`src/rtl/i2cfe_pkg.sv`:
```
package i2cfe_pkg;
   // register byte offsets
   localparam logic [7:0] OFS_CMD   = 8'h00;
   localparam logic [7:0] OFS_RXD   = 8'h04;
   localparam logic [7:0] OFS_CTRL  = 8'h08;
   localparam logic [7:0] OFS_IEN   = 8'h0C;
   localparam logic [7:0] OFS_ISR   = 8'h10;
   localparam logic [7:0] OFS_STAT  = 8'h14;
   localparam logic [7:0] OFS_CLVL  = 8'h18;
   localparam logic [7:0] OFS_RLVL  = 8'h1C;

   localparam int CMD_W   = 10;
   localparam int BYTE_W  = 8;
   localparam int CTRL_W  = 6;
   localparam int THR_W   = 2;
   localparam int IRQ_N   = 5;
   localparam int STICKY_N = 3;

   // status bit positions, shared by enable and status registers
   typedef enum int {
      IB_TXRDY = 0,
      IB_RXRDY = 1,
      IB_NACK  = 2,
      IB_ARB   = 3,
      IB_OVF   = 4
   } irq_bit_e;

   typedef struct packed {
      logic [THR_W-1:0] rx_thr;
      logic [THR_W-1:0] cmd_thr;
      logic             fast;
      logic             en;
   } ctrl_t;
endpackage

```
`src/rtl/i2cfe_fifo.sv`:
```
module i2cfe_fifo #(
   parameter int W     = 8,
   parameter int DEPTH = 4,
   localparam int PTR_W = (DEPTH > 1) ? $clog2(DEPTH) : 1,
   localparam int LVL_W = $clog2(DEPTH + 1)
) (
   input  logic             clk,
   input  logic             rst_n,
   input  logic             flush,
   input  logic             push,
   input  logic [W-1:0]     wdata,
   input  logic             pop,
   output logic [W-1:0]     rdata,
   output logic             full,
   output logic             empty,
   output logic [LVL_W-1:0] level
);
   initial begin : p_param_chk
      assert (DEPTH >= 2 && (DEPTH & (DEPTH - 1)) == 0)
         else $fatal(1, "i2cfe_fifo: DEPTH must be a power of two >= 2");
   end

   logic [W-1:0]     mem [DEPTH];
   logic [PTR_W-1:0] wr_ptr, rd_ptr;
   logic [LVL_W-1:0] cnt;
   logic             do_push, do_pop;

   assign full    = (cnt == LVL_W'(DEPTH));
   assign empty   = (cnt == '0);
   assign do_push = push && !full;
   assign do_pop  = pop && !empty;
   assign rdata   = empty ? '0 : mem[rd_ptr];
   assign level   = cnt;

   always_ff @(posedge clk) begin
      if (!rst_n) begin
         for (int e = 0; e < DEPTH; e++) mem[e] <= '0;
      end else if (do_push && !flush) begin
         mem[wr_ptr] <= wdata;
      end
   end

   always_ff @(posedge clk) begin
      if (!rst_n || flush) begin
         wr_ptr <= '0;
         rd_ptr <= '0;
         cnt    <= '0;
      end else begin
         if (do_push) wr_ptr <= wr_ptr + 1'b1;
         if (do_pop)  rd_ptr <= rd_ptr + 1'b1;
         unique case ({do_push, do_pop})
            2'b10:   cnt <= cnt + 1'b1;
            2'b01:   cnt <= cnt - 1'b1;
            default: cnt <= cnt;
         endcase
      end
   end

   AST_FIFO_LEVEL_RANGE: assert property (@(posedge clk) disable iff (!rst_n)
      32'(cnt) <= DEPTH);
   AST_FIFO_FULL_HOLDS: assert property (@(posedge clk) disable iff (!rst_n)
      full && !pop && !flush |=> full);
endmodule

```
`src/rtl/i2cfe_evtstat.sv`:
```
module i2cfe_evtstat #(
   parameter int N = 3
) (
   input  logic         clk,
   input  logic         rst_n,
   input  logic [N-1:0] set,
   input  logic         clr_we,
   input  logic [N-1:0] clr_mask,
   output logic [N-1:0] flags
);
   initial begin : p_param_chk
      assert (N >= 1) else $fatal(1, "i2cfe_evtstat: N must be >= 1");
   end

   for (genvar b = 0; b < N; b++) begin : g_bit
      always_ff @(posedge clk) begin
         if (!rst_n)                      flags[b] <= 1'b0;
         else if (set[b])                 flags[b] <= 1'b1;
         else if (clr_we && clr_mask[b])  flags[b] <= 1'b0;
      end

      AST_EVT_SET: assert property (@(posedge clk) disable iff (!rst_n)
         set[b] |=> flags[b]);
      AST_EVT_HOLD: assert property (@(posedge clk) disable iff (!rst_n)
         flags[b] && !(clr_we && clr_mask[b]) |=> flags[b]);
   end
endmodule

```
`src/rtl/i2cfe_regfront.sv`:
```
module i2cfe_regfront
   import i2cfe_pkg::*;
#(
   parameter int DEPTH  = 4,
   parameter int DATA_W = 32,
   parameter int ADDR_W = 5,
   localparam int LVL_W = $clog2(DEPTH + 1)
) (
   input  logic              clk,
   input  logic              rst_n,
   input  logic              bus_wr,
   input  logic              bus_rd,
   input  logic [ADDR_W-1:0] bus_addr,
   input  logic [DATA_W-1:0] bus_wdata,
   output logic [DATA_W-1:0] bus_rdata,
   output logic              irq,
   output logic              cmd_valid,
   input  logic              cmd_ready,
   output logic [CMD_W-1:0]  cmd_word,
   output logic              bus_fast,
   output logic              eng_flush,
   input  logic              eng_busy,
   input  logic              rx_valid,
   input  logic [BYTE_W-1:0] rx_byte,
   input  logic              evt_nack,
   input  logic              evt_arb
);
   initial begin : p_param_chk
      assert (ADDR_W >= 5 && ADDR_W <= 8)
         else $fatal(1, "i2cfe_regfront: ADDR_W must be 5..8");
      assert (DATA_W >= 16)
         else $fatal(1, "i2cfe_regfront: DATA_W must be >= 16");
      assert (DEPTH >= 2 && DEPTH <= 4)
         else $fatal(1, "i2cfe_regfront: DEPTH must fit the 2-bit thresholds");
   end

   // ---------------- address decode ----------------
   logic sel_cmd, sel_rxd, sel_ctrl, sel_ien, sel_isr, sel_stat, sel_clvl, sel_rlvl;
   assign sel_cmd  = (bus_addr == OFS_CMD[ADDR_W-1:0]);
   assign sel_rxd  = (bus_addr == OFS_RXD[ADDR_W-1:0]);
   assign sel_ctrl = (bus_addr == OFS_CTRL[ADDR_W-1:0]);
   assign sel_ien  = (bus_addr == OFS_IEN[ADDR_W-1:0]);
   assign sel_isr  = (bus_addr == OFS_ISR[ADDR_W-1:0]);
   assign sel_stat = (bus_addr == OFS_STAT[ADDR_W-1:0]);
   assign sel_clvl = (bus_addr == OFS_CLVL[ADDR_W-1:0]);
   assign sel_rlvl = (bus_addr == OFS_RLVL[ADDR_W-1:0]);

   // ---------------- control and enable registers ----------------
   ctrl_t            ctrl_q;
   logic [IRQ_N-1:0] ien_q;

   always_ff @(posedge clk) begin
      if (!rst_n) begin
         ctrl_q <= '0;
         ien_q  <= '0;
      end else if (bus_wr) begin
         if (sel_ctrl) ctrl_q <= ctrl_t'(bus_wdata[CTRL_W-1:0]);
         if (sel_ien)  ien_q  <= bus_wdata[IRQ_N-1:0];
      end
   end

   assign bus_fast  = ctrl_q.fast;
   assign eng_flush = !ctrl_q.en;

   // ---------------- command queue ----------------
   logic             cq_full, cq_empty, cq_push, cq_pop;
   logic [LVL_W-1:0] cq_lvl;
   logic [CMD_W-1:0] cq_head;

   assign cq_push   = bus_wr && sel_cmd && ctrl_q.en;
   assign cmd_valid = ctrl_q.en && !cq_empty;
   assign cq_pop    = cmd_valid && cmd_ready;
   assign cmd_word  = cq_head;

   i2cfe_fifo #(.W(CMD_W), .DEPTH(DEPTH)) u_cmdq (
      .clk   (clk),
      .rst_n (rst_n),
      .flush (!ctrl_q.en),
      .push  (cq_push),
      .wdata (bus_wdata[CMD_W-1:0]),
      .pop   (cq_pop),
      .rdata (cq_head),
      .full  (cq_full),
      .empty (cq_empty),
      .level (cq_lvl)
   );

   // ---------------- receive queue ----------------
   logic              rq_full, rq_empty, rq_push, rq_pop, rq_ovf;
   logic [LVL_W-1:0]  rq_lvl;
   logic [BYTE_W-1:0] rq_head;

   assign rq_push = rx_valid && ctrl_q.en;
   assign rq_ovf  = rq_push && rq_full;
   assign rq_pop  = bus_rd && sel_rxd;

   i2cfe_fifo #(.W(BYTE_W), .DEPTH(DEPTH)) u_rxq (
      .clk   (clk),
      .rst_n (rst_n),
      .flush (!ctrl_q.en),
      .push  (rq_push),
      .wdata (rx_byte),
      .pop   (rq_pop),
      .rdata (rq_head),
      .full  (rq_full),
      .empty (rq_empty),
      .level (rq_lvl)
   );

   // ---------------- interrupt status ----------------
   logic [STICKY_N-1:0] sticky;
   logic                tx_rdy, rx_rdy;
   logic [IRQ_N-1:0]    isr_view;

   i2cfe_evtstat #(.N(STICKY_N)) u_evt (
      .clk      (clk),
      .rst_n    (rst_n),
      .set      ({rq_ovf, evt_arb, evt_nack}),
      .clr_we   (bus_wr && sel_isr),
      .clr_mask (bus_wdata[IB_OVF:IB_NACK]),
      .flags    (sticky)
   );

   assign tx_rdy   = 32'(cq_lvl) <= 32'(ctrl_q.cmd_thr);
   assign rx_rdy   = 32'(rq_lvl) >  32'(ctrl_q.rx_thr);
   assign isr_view = {sticky, rx_rdy, tx_rdy};
   assign irq      = |(isr_view & ien_q);

   // ---------------- read path ----------------
   logic [DATA_W-1:0] rd_mux;
   logic              busy;

   assign busy = eng_busy || !cq_empty;

   always_comb begin
      rd_mux = '0;
      if (sel_rxd)  rd_mux = DATA_W'(rq_head);
      if (sel_ctrl) rd_mux = DATA_W'(ctrl_q);
      if (sel_ien)  rd_mux = DATA_W'(ien_q);
      if (sel_isr)  rd_mux = DATA_W'(isr_view);
      if (sel_stat) rd_mux = DATA_W'(busy);
      if (sel_clvl) rd_mux = DATA_W'(cq_lvl);
      if (sel_rlvl) rd_mux = DATA_W'(rq_lvl);
   end

   always_ff @(posedge clk) begin
      if (!rst_n)      bus_rdata <= '0;
      else if (bus_rd) bus_rdata <= rd_mux;
   end

   logic unused_wdata;
   assign unused_wdata = ^{bus_wdata[DATA_W-1:CMD_W], sel_cmd && bus_rd};

   // ---------------- assertions ----------------
   AST_CMD_STABLE: assert property (@(posedge clk) disable iff (!rst_n)
      cmd_valid && !cmd_ready |=> !ctrl_q.en || (cmd_valid && $stable(cmd_word)));
   AST_RX_OVF_SET: assert property (@(posedge clk) disable iff (!rst_n)
      rx_valid && ctrl_q.en && rq_full |=> sticky[2]);
   AST_FLUSH_EMPTY: assert property (@(posedge clk) disable iff (!rst_n)
      !ctrl_q.en |=> cq_lvl == '0 && rq_lvl == '0);
   AST_IRQ_MASKED: assert property (@(posedge clk) disable iff (!rst_n)
      ien_q == '0 |-> !irq);
   AST_NO_CMD_OFF: assert property (@(posedge clk) disable iff (!rst_n)
      eng_flush |-> !cmd_valid);
endmodule

```
`config.mk`:
```
export PLATFORM = sky130hd
export DESIGN_NAME = i2cfe_regfront
export DESIGN_NICKNAME = d
export VERILOG_FILES = /design/src/rtl/i2cfe_pkg.sv /design/src/rtl/i2cfe_fifo.sv /design/src/rtl/i2cfe_evtstat.sv /design/src/rtl/i2cfe_regfront.sv
export SDC_FILE = /design/constraint.sdc
export NUM_CORES = 1
export LEC_CHECK = 0
export ABC_AREA = 1
export BUFFER_PORTS_ARGS = -buffer_cell sky130_fd_sc_hd__buf_4
export CAP_MARGIN = 20
export CELL_PAD_IN_SITES_DETAIL_PLACEMENT = 1
export CELL_PAD_IN_SITES_GLOBAL_PLACEMENT = 2
export CORE_MARGIN = 3
export CORE_UTILIZATION = 30
export DETAILED_ROUTE_END_ITERATION = 7
export PLACE_DENSITY = 0.76
export SLEW_MARGIN = 20
export SYNTH_ARGS = -nofsm -noshare
export SYNTH_HDL_FRONTEND = slang
export SYNTH_SLANG_ARGS = --single-unit
```
`constraint.sdc`:
```
create_clock -name clk -period 1.9 [get_ports clk]
set_input_delay 0.19 -clock clk [delete_from_list [all_inputs] [get_ports clk]]
set_output_delay 0.19 -clock clk [all_outputs]
set_load 0.005 [all_outputs]
```
==> results of run 1 <==
[sequential cells by signal, summed over array words and instances (netlist names), 3 cells and up, named ones only]
signal	flops
u_cmdq.mem	40
u_cmdq.level	3
ien_q	5
u_rxq.level	3
u_evt.flags	3
u_rxq.mem	32
ctrl_q	5
bus_rdata	8
[metal layers]
| layer | vias to the layer above | share of wire, % | global-route usage [%] |
|---|---|---|---|
| met5 | - | 0 | 0 |
| met4 | 0 | 0.92 | 3.18 |
| met3 | 9 | 2.7 | 3.34 |
| met2 | 59 | 52 | 28.7 |
| met1 | 2251 | 44 | 19.9 |
| li1 | 2230 | - | - |
[worst reg2reg max path, delay by kind of cell, from the launching register on]
kind / cells / cell delay, ns
flops: 1 / 0.37
fa+ha+maj: 2 / 0.57
compound gates: 4 / 0.46
buf+inv: 1 / 0.05
simple gates: 4 / 0.37
[area by class of cell]
| type | count | area [sq um] |
|---|---|---|
| clock buffers | 10 | 229 |
| clock inverters | 6 | 36.3 |
| fillers | 2094 | 10800 |
| inverters | 74 | 283 |
| multi-input cells | 424 | 2130 |
| flip-flops and latches | 112 | 2980 |
| well taps | 225 | 282 |
| repair buffers | 109 | 883 |
| repair inverters | 1 | 7.51 |
[power by group through the flow]
stage	Clock, mW	Sequential, mW	Combinational, mW
after detailed placement	0	2.71	0.282
after CTS	1.80	2.66	0.285
final	1.75	2.66	0.286
after floorplan	0	2.71	0.165
after global placement	0	2.71	0.274
after global routing	1.91	2.66	0.318
[cell usage in the layout, fill, tap and decap left out, types with 4 or more instances in the layout]
cell type / instances
nor2_4: 7
o21ai_1: 4
buf_12: 4
clkbuf_16: 9
o21ai_0: 38
nand3_1: 27
dfxtp_1: 34
edfxtp_1: 72
a21oi_2: 4
inv_2: 14
buf_4: 101
nor2_1: 120
nor3_1: 19
nand2_2: 10
clkinvlp_4: 4
nor3b_1: 6
a21oi_1: 50
inv_1: 57
buf_6: 4
nand3_2: 5
dfxtp_2: 4
nand2_1: 83
conb_1: 24
[per-stage QoR]
| stage | hold WS, ns | setup TNS (ns) |
|---|---|---|
| floorplan | 0.297 | 0 |
| global placement | 0.395 | -0.0210 |
| detailed placement | 0.439 | -0.151 |
| CTS | 0.0569 | 0 |
| global route | 0.0493 | -0.269 |
| finish | 0.0654 | -0.00818 |
[worst max-delay path by stage]
stage | from | end | cells after the start
floorplan | u_cmdq.level[1] | u_cmdq.level[2] | 13
global placement | u_cmdq.level[1] | u_cmdq.level[2] | 13
detailed placement | u_cmdq.level[2] | u_cmdq.level[2] | 13
CTS | u_cmdq.level[1] | irq | 8
global route | u_cmdq.level[0] | u_cmdq.level[2] | 13
finish | u_rxq.level[1] | irq | 7
[logic make-up (layout without fill, tap and decap cells)]
logic type / count (synthesis) / after routing / synth area share (%)
adders and majority gates: 8 / 8 / 2.09
AOI/OAI and AO/OA: 110 / 110 / 10.6
DFF: 112 / 112 / 53.8
and+or+nand+nor: 282 / 282 / 22.7
other: 1 / 24 / 0.0681
buffers and inverters: 121 / 200 / 10.7
[timing repair]
item | 4_1_cts | 5_1_grt
setup endpoints to repair | 13 | 39
gates resized for setup | 20 | 29
pin swaps | 5 | 15
buffers inserted | 4 | 4
gates cloned | 1 | 0
hold endpoints to repair | 0 | 0
==> impl_metrics.yaml, run 1 <==
grt:
  grt_pass1_vias: 4730
  antenna_found_initial: 0
  grt_max_degree: 22
  grt_pass1_wl_um: 24800
  grtUsageTotal_pct: 16.0
  grt.overflow.total: 0
pwr:
  clkPwrFrac_pct: 37.3
  power_frac_seq_pct: 56.6
  switchingPower_mw: 1.07
  peakVddDrop_mv: 0.448
  switching_share_pct: 22.8
  intPower_mw: 3.62
  power_leakage_nw: 2.74
  power_density_nw_per_um2: 688
  combPwrFrac_pct: 6.1
  power_mw: 4.69
drt:
  drt_iter0_markers: 250
  wl_per_cell_um: 16.2
  firstDrtPassIters: 6
  drc_errors: 0
  vias: 4549
  vias_per_cell: 4.73
  routed_wl_um: 15600
  antenna_left: 0
cells_and_area:
  design_area_sq_um: 6820
  drive_gt1_share_pct: 24.9
  fin_nets: 793
  fin_cells: 961
  antennaDiodeCount: 0
  final_core_util_pct: 38.8
  syn_to_final_growth_pct: 23.9
logic_synthesis:
  ys.warnings.count: 0
  synth_top_area_share_pct: 39.3
  synth_area_leaders: "edfxtp_1, dfxtp_1, nor2_1"
  ys_types: 34
  synth.cell_area_sq_um: 5500
  ys_ff_latch: 112
  synth-edff-count: 72
  yosysTopAreaCell: "edfxtp_1"
  synth_most_common_cell: "nor2_1"
  async_flop_share_pct: 0
  avgSynthCellArea_sq_um: 8.68
  netlist_instances: 634
  synth_flop_cell: "edfxtp_1"
  yosys-top-cells-count: "nor2_1, nand2_1, edfxtp_1, inv_1, a21oi_1"
  ys_seq_area_share_pct: 53.8
clock_network:
  cts.htree.levels: 3
  cts-root-buf: "clkbuf_16"
  clockBufferDepth: 2
  tritoncts: "built"
  cts_hold_buf: 0
  clkTransAtPathRegs_ns: 0.07
  clk_latency_ns: 0.35
  cts_buffers: 9
  cts_sinks: 112
timing:
  timing.fmax_ghz: 0.524
  fin_skew_ns: 0.0103
  fin_crit_ns: 1.91
  report.final.setup_viol: 1
  maxSlewViolCount: 0
  rsz0062_at_grt: "true"
  finalCritPeriodShare_pct: 100
  hold_viol: 0
  setup_slack_ns: -0.00818
setup_path:
  r2r_slack_ns: 0.04
  path_common_cell: "nand2_1"
  critPathMaxStageDelay_ns: 0.34
  crit_arrival_ns: 1.72
  critPathKind: "register to output port"
  timing.rr.end: "u_rxq.level[2]"
  crit_fanout: 2
  worstRegToRegCells: 11
  path_buf_inv: 2
  end_kind: "output port"
  slowest_stage: "dfxtp_2"
  startpoint_type: "register"
  required_ns: 1.71
  cp_top_family: "flip-flops"
  cp_cell_sequence: "buf_6, ha_4, nand2_1, o21ai_1, nand2_1, o221ai_2, buf_4"
  r2r-start: "u_rxq.level[1]"
floorplanning:
  die_y_um: 141
  core_area_sq_um: 17600
  dieArea_sq_um: 20000
  boundaryPins: 100
  start_util_pct: 31.3
  dieWidth_um: 141
  rows: 48
worst_hold_path:
  hold_class: "primary input to register"
  hold_depth: 3
  hold_start: "evt_arb"
  min_to: "u_evt.flags[1]"
placement:
  place.gp.congestion: 0.791
  pre_cts_ws_ns: -0.0894
  placed_area_sq_um: 6360
  place_hpwl_um: 11500
  dp_cells: 936
  portBuffers: 53
run:
  maxCapViolCount: 0
status:
  failed_checks: "negative setup slack"
  status: "finished with violations"
No activity file was read; power rests on OpenSTA's default activity.
==> inputs of run 2 (changes only) <==
==> constraint.sdc (replaced) <==
create_clock -name clk -period 1.9 [get_ports clk]
set_input_delay 0.19 -clock clk [delete_from_list [all_inputs] [get_ports clk]]
set_output_delay 0.19 -clock clk [all_outputs]
set_load 0.05 [all_outputs]
==> run 2 against run 1 <==
Effect of this change: the run still ends with negative setup slack left; clock skew is essentially flat; power grew 2.6%; sequential power is essentially flat; combinational power grew 36%; clock power is essentially flat; wire length grew 2.7%; first-iteration DRC count shrank 24%; critical path depth grew 4; clock-buffer cell count is the same; via count shrank 0.20%; die area is the same; critical path type is now register to register; largest cell class unchanged.
==> impl_metrics.yaml, run 2 (synthesized netlist as in run 1, its figures left out) <==
clock_network:
  tritoncts: "built"
  cts.htree.levels: 3
  cts_buffers: 9
  cts_sinks: 112
  cts-root-buf: "clkbuf_16"
  clockBufferDepth: 2
  clkTransAtPathRegs_ns: 0.07
  clk_latency_ns: 0.36
grt:
  grt.overflow.total: 0
  antenna_found_initial: 0
  grt_max_degree: 21
  grt_pass1_wl_um: 25200
  grt_pass1_vias: 4836
  grtUsageTotal_pct: 16.0
floorplanning:
  start_util_pct: 31.3
  dieWidth_um: 141
  dieArea_sq_um: 20000
  core_area_sq_um: 17600
  rows: 48
  die_y_um: 141
  boundaryPins: 100
drt:
  routed_wl_um: 16000
  wl_per_cell_um: 16.6
  drt_iter0_markers: 190
  firstDrtPassIters: 4
  vias_per_cell: 4.71
  drc_errors: 0
  vias: 4540
  antenna_left: 0
worst_hold_path:
  hold_depth: 3
  hold_start: "evt_nack"
  hold_class: "primary input to register"
  min_to: "u_evt.flags[0]"
setup_path:
  timing.rr.end: "u_cmdq.level[2]"
  startpoint_type: "register"
  r2r-start: "ctrl_q[0]"
  critPathKind: "register to register"
  r2r_slack_ns: -0.0007
  worstRegToRegCells: 11
  crit_arrival_ns: 2.20
  required_ns: 2.20
  end_kind: "register"
  crit_fanout: 5
cells_and_area:
  drive_gt1_share_pct: 25.6
  largest_reg_flops: 40
  fin_nets: 795
  fin_cells: 963
  fillCellCount: 2073
  layout_common_cells: "nor2_1, buf_4, nand2_1"
  final_core_util_pct: 39.2
  largest-register: "u_cmdq.mem"
  final_common_cell: "nor2_1"
  antennaDiodeCount: 0
  syn_to_final_growth_pct: 25.4
  top_regs: "u_cmdq.mem: 40 flops, u_rxq.mem: 32 flops, bus_rdata: 8 flops"
placement:
  pre_cts_ws_ns: -0.0529
  dp_cells: 933
  place.gp.congestion: 0.792
  place_hpwl_um: 11700
  portBuffers: 53
timing:
  report.final.setup_viol: 1
  tightest_slew_ns: 0.688
  setup_slack_ns: -0.000685
  hold_viol: 0
  maxSlewViolCount: 0
  timing.fmax_ghz: 0.526
  slew_headroom_pct: 54.0
  fin_crit_ns: 1.90
  finalCritPeriodShare_pct: 100
  fin_skew_ns: 0.0101
  rsz0062_at_grt: "true"
status:
  failed_checks: "negative setup slack"
  status: "finished with violations"
run:
  maxCapViolCount: 0
pwr:
  power_density_nw_per_um2: 698
  peakVddDrop_mv: 0.460
  power_leakage_nw: 2.77
  power_mw: 4.81
run 2: cell count changes in the layout (fill, tap and decap cells not counted), moves of 3 or more:
| cell | delta |
|---|---|
| o21ai_1 | +5 |
| ha_4 | +4 |
| inv_2 | -4 |
| o21ai_0 | -4 |
| nand2_1 | -3 |
run 2: worst max path at each step:
stage,startpoint,end,slack (ns)
detailed placement,bus_addr[1],u_rxq.level[2],-0.05
finish,ctrl_q[0],u_cmdq.level[2],-0.0007
global route,ctrl_q[0],u_cmdq.level[2],-0.11
CTS,u_rxq.level[1],irq,-0.02
floorplan,ctrl_q[0],u_cmdq.level[2],-0.31
global placement,bus_addr[1],u_rxq.level[2],-0.04
run 2: cell type report:
cell class,count,area [sq um],area share (%)
flip-flops and latches,112,2980,43.1
repair buffers,109,897,13.0
clock buffers,10,229,3.32
inverters,74,290,4.21
multi-input cells,424,2170,31.4
well taps,225,282,4.08
repair inverters,3,22.5,0.326
clock inverters,6,33.8,0.489
run 2: what timing repair did:
item,in CTS,in global routing
pin swaps,6,9
hold endpoints to repair,0,0
endpoints found under the setup margin,21,10
hold buffers,0,0
gates cloned,1,3
setup buffers,3,7
resized for setup,27,22
run 2: metrics by stage:
| step | TNS [ns] | area, sq um | hold slack, ns |
|---|---|---|---|
| 6_report | -0.000685 | 6900 | 0.0517 |
| 5_1_grt | -0.310 | 6900 | 0.0784 |
| 4_1_cts | -0.0434 | 6730 | 0.0399 |
| 3_5_place_dp | -0.102 | 6360 | 0.417 |
| 3_3_place_gp | -0.0380 | 6360 | 0.398 |
| 2_1_floorplan | -0.484 | 5630 | 0.297 |
run 2: where the power goes:
part           leakage, nW  switching [mW]  internal [mW]
Clock                0.124           0.885          0.882
Sequential            1.07          0.0223           2.64
Combinational         1.57           0.282          0.107
run 2: routing by layer:
layer	wire length, um	vias up	track usage, %
li1	-	2238	-
met1	6670	2198	19.4
met2	8510	87	29.3
met3	553	17	2.97
met4	248	0	3.84
met5	0	-	0
run 2: critical path, cell delays in order (launching register included):
cell	delay, ns
dfxtp_4	0.41
clkinvlp_4	0.13
nor2_4	0.14
nand2_4	0.07
inv_2	0.07
ha_4	0.13
inv_4	0.04
fa_2	0.35
a21oi_2	0.12
o21ai_1	0.10
a21oi_1	0.14
o21a_1	0.14
